File: src/rtl/twostage_wdt.sv
module twostage_wdt #(
  parameter int CW      = 10,
  parameter int TMR_RST = 4
) (
  input  logic        clk,
  input  logic        rst_n,
  input  logic [2:0]  addr,
  input  logic [15:0] wdata,
  input  logic [1:0]  be,
  input  logic        wr,
  input  logic        rd,
  output logic [15:0] rdata,
  input  logic        tick,
  input  logic        no_reboot,
  output logic        reset_req
);
  localparam int HI = CW - 8;

  logic [CW-1:0] cnt, tmr;
  logic          halt, lock;
  logic          to_flg, smi_flg, int_flg, sec_flg, boot_flg;
  logic [15:0]   ctl_b;
  logic [7:0]    din, dout, swirq, wdc;

  wire any_be = |be;
  wire ld     = wr && addr == 3'd0 && any_be;
  wire expire = tick && !halt && !ld && cnt <= CW'(1);
  wire sec_ev = expire && to_flg;
  wire boot_ev = sec_ev && !no_reboot;
  wire wa2    = wr && addr == 3'd2 && be[0];
  wire wa3    = wr && addr == 3'd3 && be[0];
  wire smi_ev = wr && addr == 3'd6 && be[0];
  wire int_ev = wr && addr == 3'd6 && be[1];

  always_ff @(posedge clk or negedge rst_n)
    if (!rst_n) cnt <= '0;
    else if (ld) cnt <= tmr;
    else if (expire) cnt <= tmr;
    else if (tick && !halt) cnt <= cnt - CW'(1);

  always_ff @(posedge clk or negedge rst_n)
    if (!rst_n) begin
      tmr   <= CW'(TMR_RST);
      halt  <= 1'b0;
      lock  <= 1'b0;
      ctl_b <= 16'h0008;
      din   <= '0;
      dout  <= '0;
      swirq <= 8'h03;
      wdc   <= '0;
    end else if (wr) begin
      case (addr)
        3'd1: begin
          if (be[0]) tmr[7:0] <= wdata[7:0];
          if (be[1]) tmr[CW-1:8] <= wdata[8 +: HI];
        end
        3'd4: if (be[0]) begin
          halt <= wdata[0];
          lock <= lock | wdata[1];
        end
        3'd5: begin
          if (be[0]) ctl_b[7:0]  <= wdata[7:0];
          if (be[1]) ctl_b[15:8] <= wdata[15:8];
        end
        3'd6: begin
          if (be[0]) din  <= wdata[7:0];
          if (be[1]) dout <= wdata[15:8];
        end
        3'd7: begin
          if (be[0]) swirq <= wdata[7:0];
          if (be[1]) wdc   <= wdata[15:8];
        end
        default: ;
      endcase
    end

  always_ff @(posedge clk or negedge rst_n)
    if (!rst_n) begin
      to_flg <= 1'b0; smi_flg <= 1'b0; int_flg <= 1'b0;
      sec_flg <= 1'b0; boot_flg <= 1'b0; reset_req <= 1'b0;
    end else begin
      to_flg    <= (to_flg   & ~(wa2 & wdata[0])) | expire;
      smi_flg   <= (smi_flg  & ~(wa2 & wdata[1])) | smi_ev;
      int_flg   <= (int_flg  & ~(wa2 & wdata[2])) | int_ev;
      sec_flg   <= (sec_flg  & ~(wa3 & wdata[0])) | sec_ev;
      boot_flg  <= (boot_flg & ~(wa3 & wdata[1])) | boot_ev;
      reset_req <= boot_ev;
    end

  logic [15:0] rmux;
  always_comb
    case (addr)
      3'd0:    rmux = 16'(cnt);
      3'd1:    rmux = 16'(tmr);
      3'd2:    rmux = {13'd0, int_flg, smi_flg, to_flg};
      3'd3:    rmux = {14'd0, boot_flg, sec_flg};
      3'd4:    rmux = {14'd0, lock, halt};
      3'd5:    rmux = ctl_b;
      3'd6:    rmux = {dout, din};
      default: rmux = {wdc, swirq};
    endcase

  always_ff @(posedge clk or negedge rst_n)
    if (!rst_n) rdata <= '0;
    else if (rd) rdata <= rmux;

  p_halt_hold_r4: assert property (@(posedge clk) disable iff (!rst_n)
    (halt && !ld) |=> $stable(cnt));
  p_req_pulse_r8: assert property (@(posedge clk) disable iff (!rst_n)
    reset_req |=> !reset_req);
  p_req_gate_r8: assert property (@(posedge clk) disable iff (!rst_n)
    reset_req |-> ($past(!no_reboot) && boot_flg));
  p_lock_sticky_r10: assert property (@(posedge clk) disable iff (!rst_n)
    lock |=> lock);
  p_second_after_first_r7: assert property (@(posedge clk) disable iff (!rst_n)
    $rose(sec_flg) |-> $past(to_flg));
  p_reload_on_expiry_r6: assert property (@(posedge clk) disable iff (!rst_n)
    $rose(to_flg) |-> cnt == tmr);
endmodule

File: config.mk
export PLATFORM = sky130hd
export DESIGN_NAME = twostage_wdt
export DESIGN_NICKNAME = d
export VERILOG_FILES = /design/src/rtl/twostage_wdt.sv
export SDC_FILE = /design/constraint.sdc
export NUM_CORES = 1
export LEC_CHECK = 0
export BUFFER_PORTS_ARGS = -buffer_cell sky130_fd_sc_hd__buf_2
export CORE_UTILIZATION = 45
export DETAILED_ROUTE_END_ITERATION = 8
export PLACE_DENSITY = 0.66
export SYNTH_ARGS = -nofsm -noshare
export SYNTH_HDL_FRONTEND = slang
export SYNTH_SLANG_ARGS = --single-unit
export TNS_END_PERCENT = 5
File: constraint.sdc
create_clock -name clk -period 1.8 [get_ports clk]
set_clock_uncertainty 0.05 [all_clocks]
set_input_delay 0.09 -clock clk [delete_from_list [all_inputs] [get_ports clk]]
set_output_delay 0.09 -clock clk [all_outputs]
set_load 0.005 [all_outputs]
==> results of run 1 <==
## worst max-delay path by stage
stage / endpoint / slack, ps
global placement: cnt[0]$_DFFE_PN0P_ / 30
floorplan: cnt[2]$_DFFE_PN0P_ / 10
finish: cnt[9]$_DFFE_PN0P_ / 40
global route: cnt[9]$_DFFE_PN0P_ / -30
CTS: cnt[9]$_DFFE_PN0P_ / 30
detailed placement: cnt[0]$_DFFE_PN0P_ / -30
## where the power goes
part           switching, mW  internal (mW)
registers              0.355           2.57
logic                  0.656          0.833
clock network          0.703          0.679
## per-stage QoR
| step | setup TNS [ps] | hold slack [ps] | cell area, µm² |
|---|---|---|---|
| detailed placement | -29.54 | -7.758 | 4986 |
| CTS | 0 | 10.54 | 5359 |
| floorplan | 0 | -255.6 | 4379 |
| global route | -45.70 | 26.95 | 5398 |
| finish | 0 | 26.67 | 5398 |
| global placement | 0 | -11.65 | 4986 |
## worst register-to-register path: stages, from the launching register on
cell and delay [ps]:
sky130_fd_sc_hd__dfrtp_2 450, sky130_fd_sc_hd__nor4_4 320, sky130_fd_sc_hd__buf_4 160, sky130_fd_sc_hd__nand3b_1 160
sky130_fd_sc_hd__nor3_2 200, sky130_fd_sc_hd__a31oi_1 120, sky130_fd_sc_hd__o22a_1 200
## registers in the layout, indices dropped and copies added, names as in the netlist
signal,flops
ctl_b,16
sec_flg,1
boot_flg,1
lock,1
wdc,8
rdata,16
smi_flg,1
swirq,8
reset_req,1
cnt,10
int_flg,1
to_flg,1
halt,1
tmr,10
din,8
dout,8
## logic make-up after synthesis
| kind of cell | count (synthesis) |
|---|---|
| buf+inv | 32 |
| flops | 92 |
| compound gates | 81 |
| simple gates | 74 |
| fa+ha+maj | 2 |
| mux | 82 |
## metal layers
layer | wire length, µm | global-route usage [%]
met1 | 4939 | 31.11
met2 | 4888 | 35.51
met3 | 390 | 4.369
met4 | 44 | 5.351
met5 | 0 | 0
## final cells by class
class	count	share of cell area, %
flip-flops and latches	92	42.77
multi-input cells	239	36.23
repair buffers	99	13.44
well taps	129	2.990
clock buffers	12	2.689
inverters	14	0.9736
clock inverters	4	0.9040
## cell usage in the layout (no fill, tap or decap), types with 6 or more instances in the layout
cell type / count
sky130_fd_sc_hd__mux2_2: 71
sky130_fd_sc_hd__a22oi_1: 13
sky130_fd_sc_hd__dlygate4sd3_1: 17
sky130_fd_sc_hd__o221ai_1: 7
sky130_fd_sc_hd__clkbuf_8: 10
sky130_fd_sc_hd__mux2i_1: 9
sky130_fd_sc_hd__nor2_2: 6
sky130_fd_sc_hd__nand3_1: 14
sky130_fd_sc_hd__dfrtp_1: 87
sky130_fd_sc_hd__nor2_1: 12
sky130_fd_sc_hd__nand2_1: 15
sky130_fd_sc_hd__a21oi_1: 7
sky130_fd_sc_hd__o22ai_1: 9
sky130_fd_sc_hd__buf_4: 35
sky130_fd_sc_hd__o21a_1: 8
sky130_fd_sc_hd__inv_1: 14
sky130_fd_sc_hd__buf_2: 42
sky130_fd_sc_hd__o21ai_0: 15
## repair_timing
item | in CTS | in global routing
buffers inserted | 0 | 2
pin swaps | 0 | 2
hold buffers | 17 | 0
endpoints found under the hold margin | 148 | 0
gates resized for setup | 2 | 7
setup endpoints to repair | 4 | 6
cloned | 0 | 0
==> impl_summary.log, run 1 <==
[metrics] share of layout cells above drive strength 1: between 40% and 50%
[metrics] count of max-cap constraint violations: 0
[metrics] leakage power summed over all cells: 2.382 nW
[metrics] final count of pins violating max slew: 0
[metrics] Synth cell types: 47
[metrics] area growth from synthesis to final layout: 23.33%
[metrics] clock tree from TritonCTS: yes
[metrics] Synth Area in Adders: 0.5718%
[metrics] achievable frequency: about 0.57 GHz
[metrics] antenna violations before repair: 0
[metrics] I/O pin cnt: 44
[metrics] initial cell density of the core: 46.92%
[metrics] level count of the clock H-tree: 3
[metrics] final critical delay including setup and external delays: 1760 ps
[metrics] number of setup violations in the final report: 0
[metrics] global-route wire length before repair: 16770 µm
[metrics] FF-to-FF End: cnt[9]$_DFFE_PN0P_
[metrics] Fill cells: between 800 and 900
[metrics] via count normalized by instance count: ~5.6
[metrics] residual antenna-violating net count after detailed routing: 0
[metrics] cell count of the worst hold path: 2
[metrics] multiplexer area fraction after synthesis: about a fifth
[metrics] Die H: 100.6 µm
[metrics] XOR/XNOR Fraction of Synth Area: 0%
[metrics] Critical Path Fanout Max: 4
[metrics] critical path startpoint: cnt[5]$_DFFE_PN0P_
[metrics] actual transition at the worst max-transition pin: 506.7 ps
[metrics] post-synth top area cell: sky130_fd_sc_hd__dfrtp_1
[metrics] Compound-Gate Fraction of Synth Area: 12.92%
[metrics] unrepaired setup endpoints after global routing: yes
[metrics] Worst Hold End: swirq[0]$_DFFE_PN1P_
[metrics] register area share after synthesis: 52.72%
[metrics] total number of vias: 3273
[metrics] hold violation total from the final report: 0
[metrics] maximum resistive drop on vdd: 0.5497 mV
[metrics] async set-or-reset flop fraction in the synthesized netlist: 100.0%
[metrics] Iteration-0 DRC Markers: roughly 150
[metrics] clk sinks: 92
[metrics] Primary FF master, synth: sky130_fd_sc_hd__dfrtp_1
[metrics] number of buffers inserted by port buffering: between 40 and 50
[metrics] Max Root-Sink Buffers: 2
[metrics] endpoint arrival time on the critical path: slightly below 2000 ps
[metrics] Antenna Diode Count: 0
[metrics] Period Utilization, post-route: 97.78%
[metrics] mean area per synthesized cell: 12.06 µm²
[metrics] cell chain of the critical path: nor4_4, buf_4, nand3b_1, nor3_2, a31oi_1, o22a_1
[metrics] power density normalized to cell area: 1073 mW/mm²
[metrics] standard-cell row count: 35
[metrics] Setup crit start kind: flop
[metrics] filler-free cell count of the finished design: 589
[metrics] kind of cell adding the most delay to the critical path: simple AND/OR/NAND/NOR gates
[metrics] total wirelength of the detailed-routed design: 10260 µm
[metrics] pin count of the biggest net entering global routing: 41
[metrics] placer's final routability congestion estimate: between 0.9 and 1
[metrics] EDFF count, synth: 0
[metrics] top-area cell type share of the netlist area: 50.31%
[metrics] overall power consumption: between 5 and 6 mW
[metrics] gr usage total: 22.15%
[metrics] wire per inst: 17.42 µm
[metrics] total clock buffers created by CTS: 9
[metrics] combinational family with the most area after synthesis: multiplexers
[metrics] highest-delay cell along the critical path: sky130_fd_sc_hd__dfrtp_2
[metrics] die width: 100.6 µm
[metrics] total number of cells along the worst setup path: 6
[metrics] number of flip-flops and latches in the synthesized netlist: 92
[metrics] Post-Synthesis Cells: 363
[metrics] reg-to-reg critical path startpoint: cnt[5]$_DFFE_PN0P_
[metrics] result of the run: finished clean
[metrics] Worst EP required: 2000 ps
[metrics] clock network latency to the later pin of the worst-skew pair: 360 ps
[metrics] Clock Pin Slew Worst Setup and Hold Paths: 90 ps
[metrics] vias in the first global route: 3256
[metrics] top cells by instance count after synthesis: sky130_fd_sc_hd__dfrtp_1, sky130_fd_sc_hd__mux2_2, sky130_fd_sc_hd__nand2_1, sky130_fd_sc_hd__o21ai_0
[metrics] most common cell in the netlist: sky130_fd_sc_hd__dfrtp_1
[metrics] pre-CTS worst setup slack: -29.54 ps
[metrics] worst setup slack after layout: 39.97 ps
[metrics] Clk Tree Root Cell: sky130_fd_sc_hd__clkbuf_8
[metrics] area of the core: 0.009328 mm²
[metrics] DRT Pass-1 Iters: 4
[metrics] Cell Count Post-Placement: between 500 and 600
[metrics] Min-Delay Startpoint: wdata[0]
[metrics] Synth area leaders: sky130_fd_sc_hd__dfrtp_1, sky130_fd_sc_hd__mux2_2, sky130_fd_sc_hd__dfstp_2, sky130_fd_sc_hd__a22oi_1, sky130_fd_sc_hd__mux2i_1
[metrics] biggest cell delay along the critical path: 450 ps
[metrics] worst setup slack for register-to-register paths: 40 ps
[metrics] simple-gate portion of the synthesized area: 9.234%
[metrics] synthesized area: 0.004377 mm²
[metrics] utilization after layout: slightly below 60%
[metrics] CP endpoint kind: flop
[metrics] path type of the worst min-delay path: in2reg
[metrics] count of warnings emitted by yosys: 0
[metrics] die area: just over 0.01 mm²
[metrics] global route overflow: 0
[metrics] buffering stage count on the worst path with inverters included: 1
[metrics] category of the critical setup timing path: reg2reg
[metrics] Synth Net Count: 392
[metrics] length in cells of the worst reg-to-reg path: 6
[metrics] post-layout net count: 484
[metrics] DRC violations left: 0
[metrics] footprint of the flip-flops and latches: between 0.002 and 0.0025 mm²
[metrics] Relative slew margins: 66.22%
[metrics] Multi-input gate area: about 0.0020 mm²
[metrics] post-DP HPWL: ~7200 µm
No activity file was read; power rests on OpenSTA's default activity.
==> run 2: changes to the inputs <==
- CORE_UTILIZATION: 45 -> 53
- PLACE_DENSITY: 0.66 -> 0.76
- RECOVER_POWER: not set -> 25
==> impl_summary.log, run 2 (synthesized netlist as in run 1, its figures left out) <==
[metrics] internal power summed over all cells: ~4 mW
[metrics] clock network latency to the later pin of the worst-skew pair: 360 ps
[metrics] actual transition at the worst max-transition pin: 799.4 ps
[metrics] power density normalized to cell area: about 1100 mW/mm²
[metrics] utilization after layout: 68.21%
[metrics] total wirelength of the detailed-routed design: 9916 µm
[metrics] Setup crit start kind: flop
[metrics] leakage power summed over all cells: 2.367 nW
[metrics] wire per inst: 17.71 µm
[metrics] Hold Slack: 127.6 ps
[metrics] final count of pins violating max slew: 0
[metrics] highest-delay cell along the critical path: sky130_fd_sc_hd__dfrtp_1
[metrics] final std cell area, no fill: 0.005353 mm²
[metrics] Sw Ratio: a little under 30%
[metrics] pin count of the biggest net entering global routing: 36
[metrics] endpoint arrival time on the critical path: 1940 ps
[metrics] count of max-cap constraint violations: 0
[metrics] Fill cells: about 600
[metrics] Relative slew margins: 46.71%
[metrics] die area: 0.008626 mm²
[metrics] worst setup slack after layout: 58.38 ps
[metrics] achievable frequency: 0.5742 GHz
[metrics] DRC violations left: 0
[metrics] Period Utilization, post-route: 96.76%
[metrics] Die H: 92.88 µm
[metrics] result of the run: finished clean
[metrics] hold violation total from the final report: 0
[metrics] Area after DPL: 0.004930 mm²
[metrics] cell chain of the critical path: nor4_4, o2111ai_4, nand2_2, buf_4, a21oi_1, a211o_1
[metrics] path type of the worst min-delay path: in2reg
[metrics] area of the core: 0.007848 mm²
[metrics] post-layout net count: 482
[metrics] clk sinks: 92
[metrics] residual antenna-violating net count after detailed routing: 0
[metrics] number of setup violations in the final report: 0
[metrics] global-route wire length before repair: about 17000 µm
[metrics] unrepaired setup endpoints after global routing: yes
[metrics] biggest cell delay along the critical path: 440 ps
[metrics] most common cell after layout, fill and taps aside: sky130_fd_sc_hd__dfrtp_1
[metrics] placer's final routability congestion estimate: 0.8931
[metrics] die width: 92.88 µm
[metrics] register share of total power: 49.7%
[metrics] number of buffers inserted by port buffering: 43
[metrics] clock tree from TritonCTS: yes
[metrics] standard-cell row count: 32
[metrics] maximum resistive drop on vdd: 0.7749 mV
[metrics] post-DP HPWL: 6997 µm
[metrics] antenna violations before repair: 0
[metrics] final critical delay including setup and external delays: 1742 ps
[metrics] total clock buffers created by CTS: 9
[metrics] initial cell density of the core: roughly 56%
[metrics] Clock Pin Slew Worst Setup and Hold Paths: 90 ps
[metrics] proportion of power drawn by the clock network: between 20% and 30%
[metrics] category of the critical setup timing path: reg2reg
[metrics] Regs by FF count: ctl_b: 16 flops, rdata: 16 flops
[metrics] Iteration-0 DRC Markers: around 130
[metrics] most used cells in the layout excluding fill and tap cells: sky130_fd_sc_hd__dfrtp_1, sky130_fd_sc_hd__mux2_2, sky130_fd_sc_hd__buf_2
[metrics] CP endpoint kind: flop
[metrics] global route overflow: 0
[metrics] filler-free cell count of the finished design: 560
[metrics] Critical Path Fanout Max: 5
[metrics] Clk Tree Root Cell: sky130_fd_sc_hd__clkbuf_8
[metrics] vias in the first global route: 3294
[metrics] DRT Pass-1 Iters: 4
[metrics] Antenna Diode Count: 0
[metrics] gr usage total: 25.61%
[metrics] worst setup slack for register-to-register paths: 60 ps
[metrics] switching power: approximately 1.7 mW
[metrics] via count normalized by instance count: 5.752
[metrics] Worst EP required: 1990 ps
[metrics] total number of vias: 3221
[metrics] share of layout cells above drive strength 1: 39.96%
[metrics] level count of the clock H-tree: 3
[metrics] Cell Count Post-Placement: between 500 and 600
[metrics] I/O pin cnt: 44
[metrics] combinational group share of total power: 25.4%
[metrics] Max Root-Sink Buffers: 2
[metrics] area growth from synthesis to final layout: 22.30%
[metrics] pre-CTS worst setup slack: 68.25 ps
run 2: timing repair:
item	4_1_cts	5_1_grt
setup buffers	0	2
endpoints found under the setup margin	0	6
hold buffers	18	0
endpoints found under the hold margin	148	0
gates resized for setup	0	4
run 2: final timing paths:
kind,endpoint,cells after the start,start
worst max-delay path,cnt[3]$_DFFE_PN0P_,6,cnt[5]$_DFFE_PN0P_
worst min-delay path,rdata[0]$_DFFE_PN0P_,3,addr[0]
worst max register to register,cnt[3]$_DFFE_PN0P_,6,cnt[5]$_DFFE_PN0P_
worst min register to register,lock$_DFFE_PN0P_,1,lock$_DFFE_PN0P_
max in group asynchronous,swirq[1]$_DFFE_PN1P_,3,rst_n
min in group asynchronous,wdc[6]$_DFFE_PN0P_,2,rst_n
run 2: layout make-up:
| class | instances | area [µm²] | share of cell area, % |
|---|---|---|---|
| Multi-Input combinational cell | 239 | 1956 | 36.54 |
| Timing Repair Buffer | 97 | 699.4 | 13.07 |
| Clock buffer | 12 | 155.1 | 2.899 |
| Inverter | 14 | 52.55 | 0.9818 |
| Tap cell | 102 | 127.6 | 2.384 |
| Clock inverter | 4 | 55.05 | 1.029 |
| Sequential cell | 92 | 2307 | 43.10 |
run 2: power groups by stage:
stage	registers (mW)	clock network [mW]	logic, mW
final	2.91	1.46	1.49
after global routing	2.98	1.56	1.65
after CTS	2.89	1.49	1.47
after detailed placement	2.94	0	1.43
after global placement	2.90	0	1.39
after floorplan	2.89	0	0.881
run 2: per-stage QoR:
step	total power, mW	TNS, ps
finish	5.851	0
floorplan	3.775	0
CTS	5.847	0
global placement	4.293	0
global route	6.185	-65.92
detailed placement	4.365	0
run 2: critical path, delay by kind of cell, from the launching register on:
kind / cells / cell delay [ps]
compound gates: 3 / 480
buf+inv: 1 / 130
flops: 1 / 440
simple gates: 2 / 540
run 2: layer usage:
layer | routed length, µm | GRT usage, % | part of all wire (%)
met5 | 0 | 0 | 0
met4 | 117 | 7.949 | 1.2
met3 | 397 | 4.762 | 4.0
met2 | 4837 | 41.36 | 49
met1 | 4563 | 35.02 | 46
==> run 3: changes to the inputs <==
- ABC_AREA: not set -> 1
- CORE_MARGIN: not set -> 4
- GPL_ROUTABILITY_DRIVEN: not set -> 0
==> impl_summary.log, run 3 <==
[metrics] number of setup violations in the final report: 0
[metrics] wire per inst: between 15 and 20 µm
[metrics] final count of pins violating max slew: 0
[metrics] critical path startpoint: cnt[0]$_DFFE_PN0P_
[metrics] biggest cell delay along the critical path: 450 ps
[metrics] post-DP HPWL: 7484 µm
[metrics] DRC violations left: 0
[metrics] DRT Pass-1 Iters: 5
[metrics] Clock Pin Slew Worst Setup and Hold Paths: 110 ps
[metrics] mean area per synthesized cell: 8.156 µm²
[metrics] Worst EP required: 2040 ps
[metrics] Post-Synthesis Cells: 532
[metrics] global-route wire length before repair: 17840 µm
[metrics] Synth Net Count: 561
[metrics] power density normalized to cell area: 1124 mW/mm²
[metrics] path type of the worst min-delay path: in2reg
[metrics] hold violation total from the final report: 0
[metrics] length in cells of the worst reg-to-reg path: 9
[metrics] Antenna Diode Count: 0
[metrics] end point of the critical path: boot_flg$_DFF_PN0_
[metrics] total wirelength of the detailed-routed design: 10620 µm
[metrics] post-synth top area cell: sky130_fd_sc_hd__dfrtp_1
[metrics] die area: between 0.009 and 0.01 mm²
[metrics] final critical delay including setup and external delays: 1686 ps
[metrics] vias in the first global route: 3790
[metrics] Area after DPL: 0.004715 mm²
[metrics] register area share after synthesis: 53.17%
[metrics] initial cell density of the core: 55.29%
[metrics] clock network latency to the later pin of the worst-skew pair: 370 ps
[metrics] Crit path top cell by count: sky130_fd_sc_hd__nor2_1
[metrics] level count of the clock H-tree: 3
[metrics] unrepaired setup endpoints after global routing: no
[metrics] count of max-cap constraint violations: 0
[metrics] antenna violations before repair: 0
[metrics] maximum resistive drop on vdd: 0.5322 mV
[metrics] Regs by FF count: ctl_b: 16 flops, rdata: 16 flops
[metrics] via count normalized by instance count: 5.444
[metrics] top cells by instance count after synthesis: sky130_fd_sc_hd__nand2_1, sky130_fd_sc_hd__dfrtp_1, sky130_fd_sc_hd__inv_1, sky130_fd_sc_hd__o21ai_0, sky130_fd_sc_hd__nor2_1
[metrics] Primary FF master, synth: sky130_fd_sc_hd__dfrtp_1
[metrics] setup TNS after final layout: 0 ps
[metrics] residual antenna-violating net count after detailed routing: 0
[metrics] Setup crit start kind: flop
[metrics] die width: roughly 98 µm
[metrics] Clk Tree Root Cell: sky130_fd_sc_hd__clkbuf_8
[metrics] actual transition at the worst max-transition pin: 821.0 ps
[metrics] clk sinks: 92
[metrics] most common cell after layout, fill and taps aside: sky130_fd_sc_hd__nand2_1
[metrics] area of the core: between 0.007 and 0.008 mm²
[metrics] Max Root-Sink Buffers: 2
[metrics] reg-to-reg critical path startpoint: cnt[0]$_DFFE_PN0P_
[metrics] endpoint arrival time on the critical path: 1930 ps
[metrics] top-area cell type share of the netlist area: 50.75%
[metrics] achievable frequency: roughly 0.59 GHz
[metrics] standard-cell row count: 32
[metrics] gr usage total: 22.52%
[metrics] share of layout cells above drive strength 1: around 17%
[metrics] global routing met1 resource utilization: 31.12%
[metrics] clock tree from TritonCTS: yes
[metrics] post-layout net count: 630
[metrics] FF-to-FF End: boot_flg$_DFF_PN0_
[metrics] pin count of the biggest net entering global routing: 54
[metrics] cell chain of the critical path: inv_1, ha_2, nor2_1, nor2_1, nand3_2, buf_4, nor2_1, nand2_1, o21ai_1
[metrics] highest-delay cell along the critical path: sky130_fd_sc_hd__dfrtp_2
[metrics] Iteration-0 DRC Markers: 288
[metrics] met2 capacity usage during global routing: roughly 36%
[metrics] global route overflow: 0
[metrics] most used cells in the layout excluding fill and tap cells: sky130_fd_sc_hd__nand2_1, sky130_fd_sc_hd__dfrtp_1, sky130_fd_sc_hd__inv_1
[metrics] category of the critical setup timing path: reg2reg
[metrics] I/O pin cnt: 44
[metrics] leakage power summed over all cells: 2.519 nW
[metrics] count of warnings emitted by yosys: 0
[metrics] Synth area leaders: sky130_fd_sc_hd__dfrtp_1, sky130_fd_sc_hd__nand2_1, sky130_fd_sc_hd__o21ai_0, sky130_fd_sc_hd__inv_1, sky130_fd_sc_hd__nor2_1
[metrics] Die H: around 98 µm
[metrics] number of buffers inserted by port buffering: 43
[metrics] Period Utilization, post-route: 93.67%
[metrics] result of the run: finished clean
[metrics] total number of vias: 3854
[metrics] final std cell area, no fill: about 0.0051 mm²
[metrics] area growth from synthesis to final layout: 17.59%
[metrics] EDFF count, synth: 0
[metrics] worst setup slack for register-to-register paths: 110 ps
[metrics] met3 track demand over resource: about 4%
[metrics] synthesized area: 0.004339 mm²
[metrics] async set-or-reset flop fraction in the synthesized netlist: 100.0%
[metrics] most common cell in the netlist: sky130_fd_sc_hd__nand2_1
[metrics] Synth cell types: 26
[metrics] Relative slew margins: a little under half
[metrics] Critical Path Fanout Max: 10
[metrics] post-CTS setup buffer count: 0
[metrics] GRT Max-Usage Layer: met2
[metrics] CP endpoint kind: flop
[metrics] number of flip-flops and latches in the synthesized netlist: 92
[metrics] total clock buffers created by CTS: 9
[run 3: worst max-delay path, delay by kind of cell, from the launching register on]
kind / cells / cell delay (ps)
buf+inv: 2 / 290
fa+ha+maj: 1 / 210
flops: 1 / 450
compound gates: 1 / 120
simple gates: 5 / 480
[run 3: power by group]
| part | leakage [nW] | total, mW | internal [mW] | switching [mW] |
|---|---|---|---|---|
| Combinational | 1.30 | 1.47 | 0.571 | 0.900 |
| Clock | 0.103 | 1.40 | 0.582 | 0.821 |
| Sequential | 1.11 | 2.86 | 2.58 | 0.284 |
| Total | 2.52 | 5.74 | 3.73 | 2.00 |
[run 3: how the worst min path moves through the flow]
stage          startpoint                    end  slack [ps]  depth (start not counted)
2_1_floorplan       rst_n     boot_flg$_DFF_PN0_        -260                          0
3_3_place_gp        rst_n  rdata[15]$_DFFE_PN0P_        -100                          1
3_5_place_dp        rst_n  rdata[15]$_DFFE_PN0P_        -100                          1
4_1_cts                rd   rdata[8]$_DFFE_PN0P_          20                          3
5_1_grt                rd   rdata[9]$_DFFE_PN0P_           4                          3
6_report               rd   rdata[9]$_DFFE_PN0P_          20                          3
[run 3: timing repair]
action                     in CTS  in global routing
gates resized for setup         0                  5
hold endpoints to repair      145                  0
hold buffers                   18                  0
setup endpoints to repair       0                 10
[run 3: cells by family (layout without fill, tap and decap cells)]
family | Yosys count | in the layout | synth area share, %
compound gates | 127 | 127 | 15.34
xor+xnor | 1 | 1 | 0.2019
fa+ha+maj | 2 | 2 | 0.5766
buf+inv | 92 | 166 | 8.593
flops | 92 | 92 | 53.17
mux | 9 | 9 | 2.336
simple gates | 209 | 209 | 19.78
[run 3: final cells by class]
| class | count | area [µm²] |
|---|---|---|
| Fill cell | 677 | 2745 |
| Sequential cell | 92 | 2308 |
| Multi-Input combinational cell | 348 | 1672 |
| Timing Repair Buffer | 76 | 519.2 |
| Inverter | 74 | 277.8 |
| Clock buffer | 10 | 137.6 |
| Tap cell | 102 | 127.6 |
| Clock inverter | 6 | 60.06 |
[run 3: per-stage QoR]
| step | hold slack (ps) | setup slack [ps] | power (mW) | utilization [%] | cells |
|---|---|---|---|---|---|
| 2_1_floorplan | -255.6 | 182.5 | 3.809 | - | 532 |
| 3_3_place_gp | -98.73 | 225.2 | 4.217 | 60.08 | 674 |
| 3_5_place_dp | -97.39 | 77.97 | 4.298 | 60.08 | 674 |
| 4_1_cts | 20.70 | 51.44 | 5.719 | 64.89 | 708 |
| 5_1_grt | 3.911 | 10.91 | 6.125 | 65.02 | 708 |
| 6_report | 22.58 | 113.9 | 5.737 | 65.02 | 708 |
[run 3: layer usage]
layer  share of wire (%)  wire length (µm)
met1                  44              4717
met2                  46              4932
met3                 6.9               731
met4                 2.3               240
met5                   0                 0
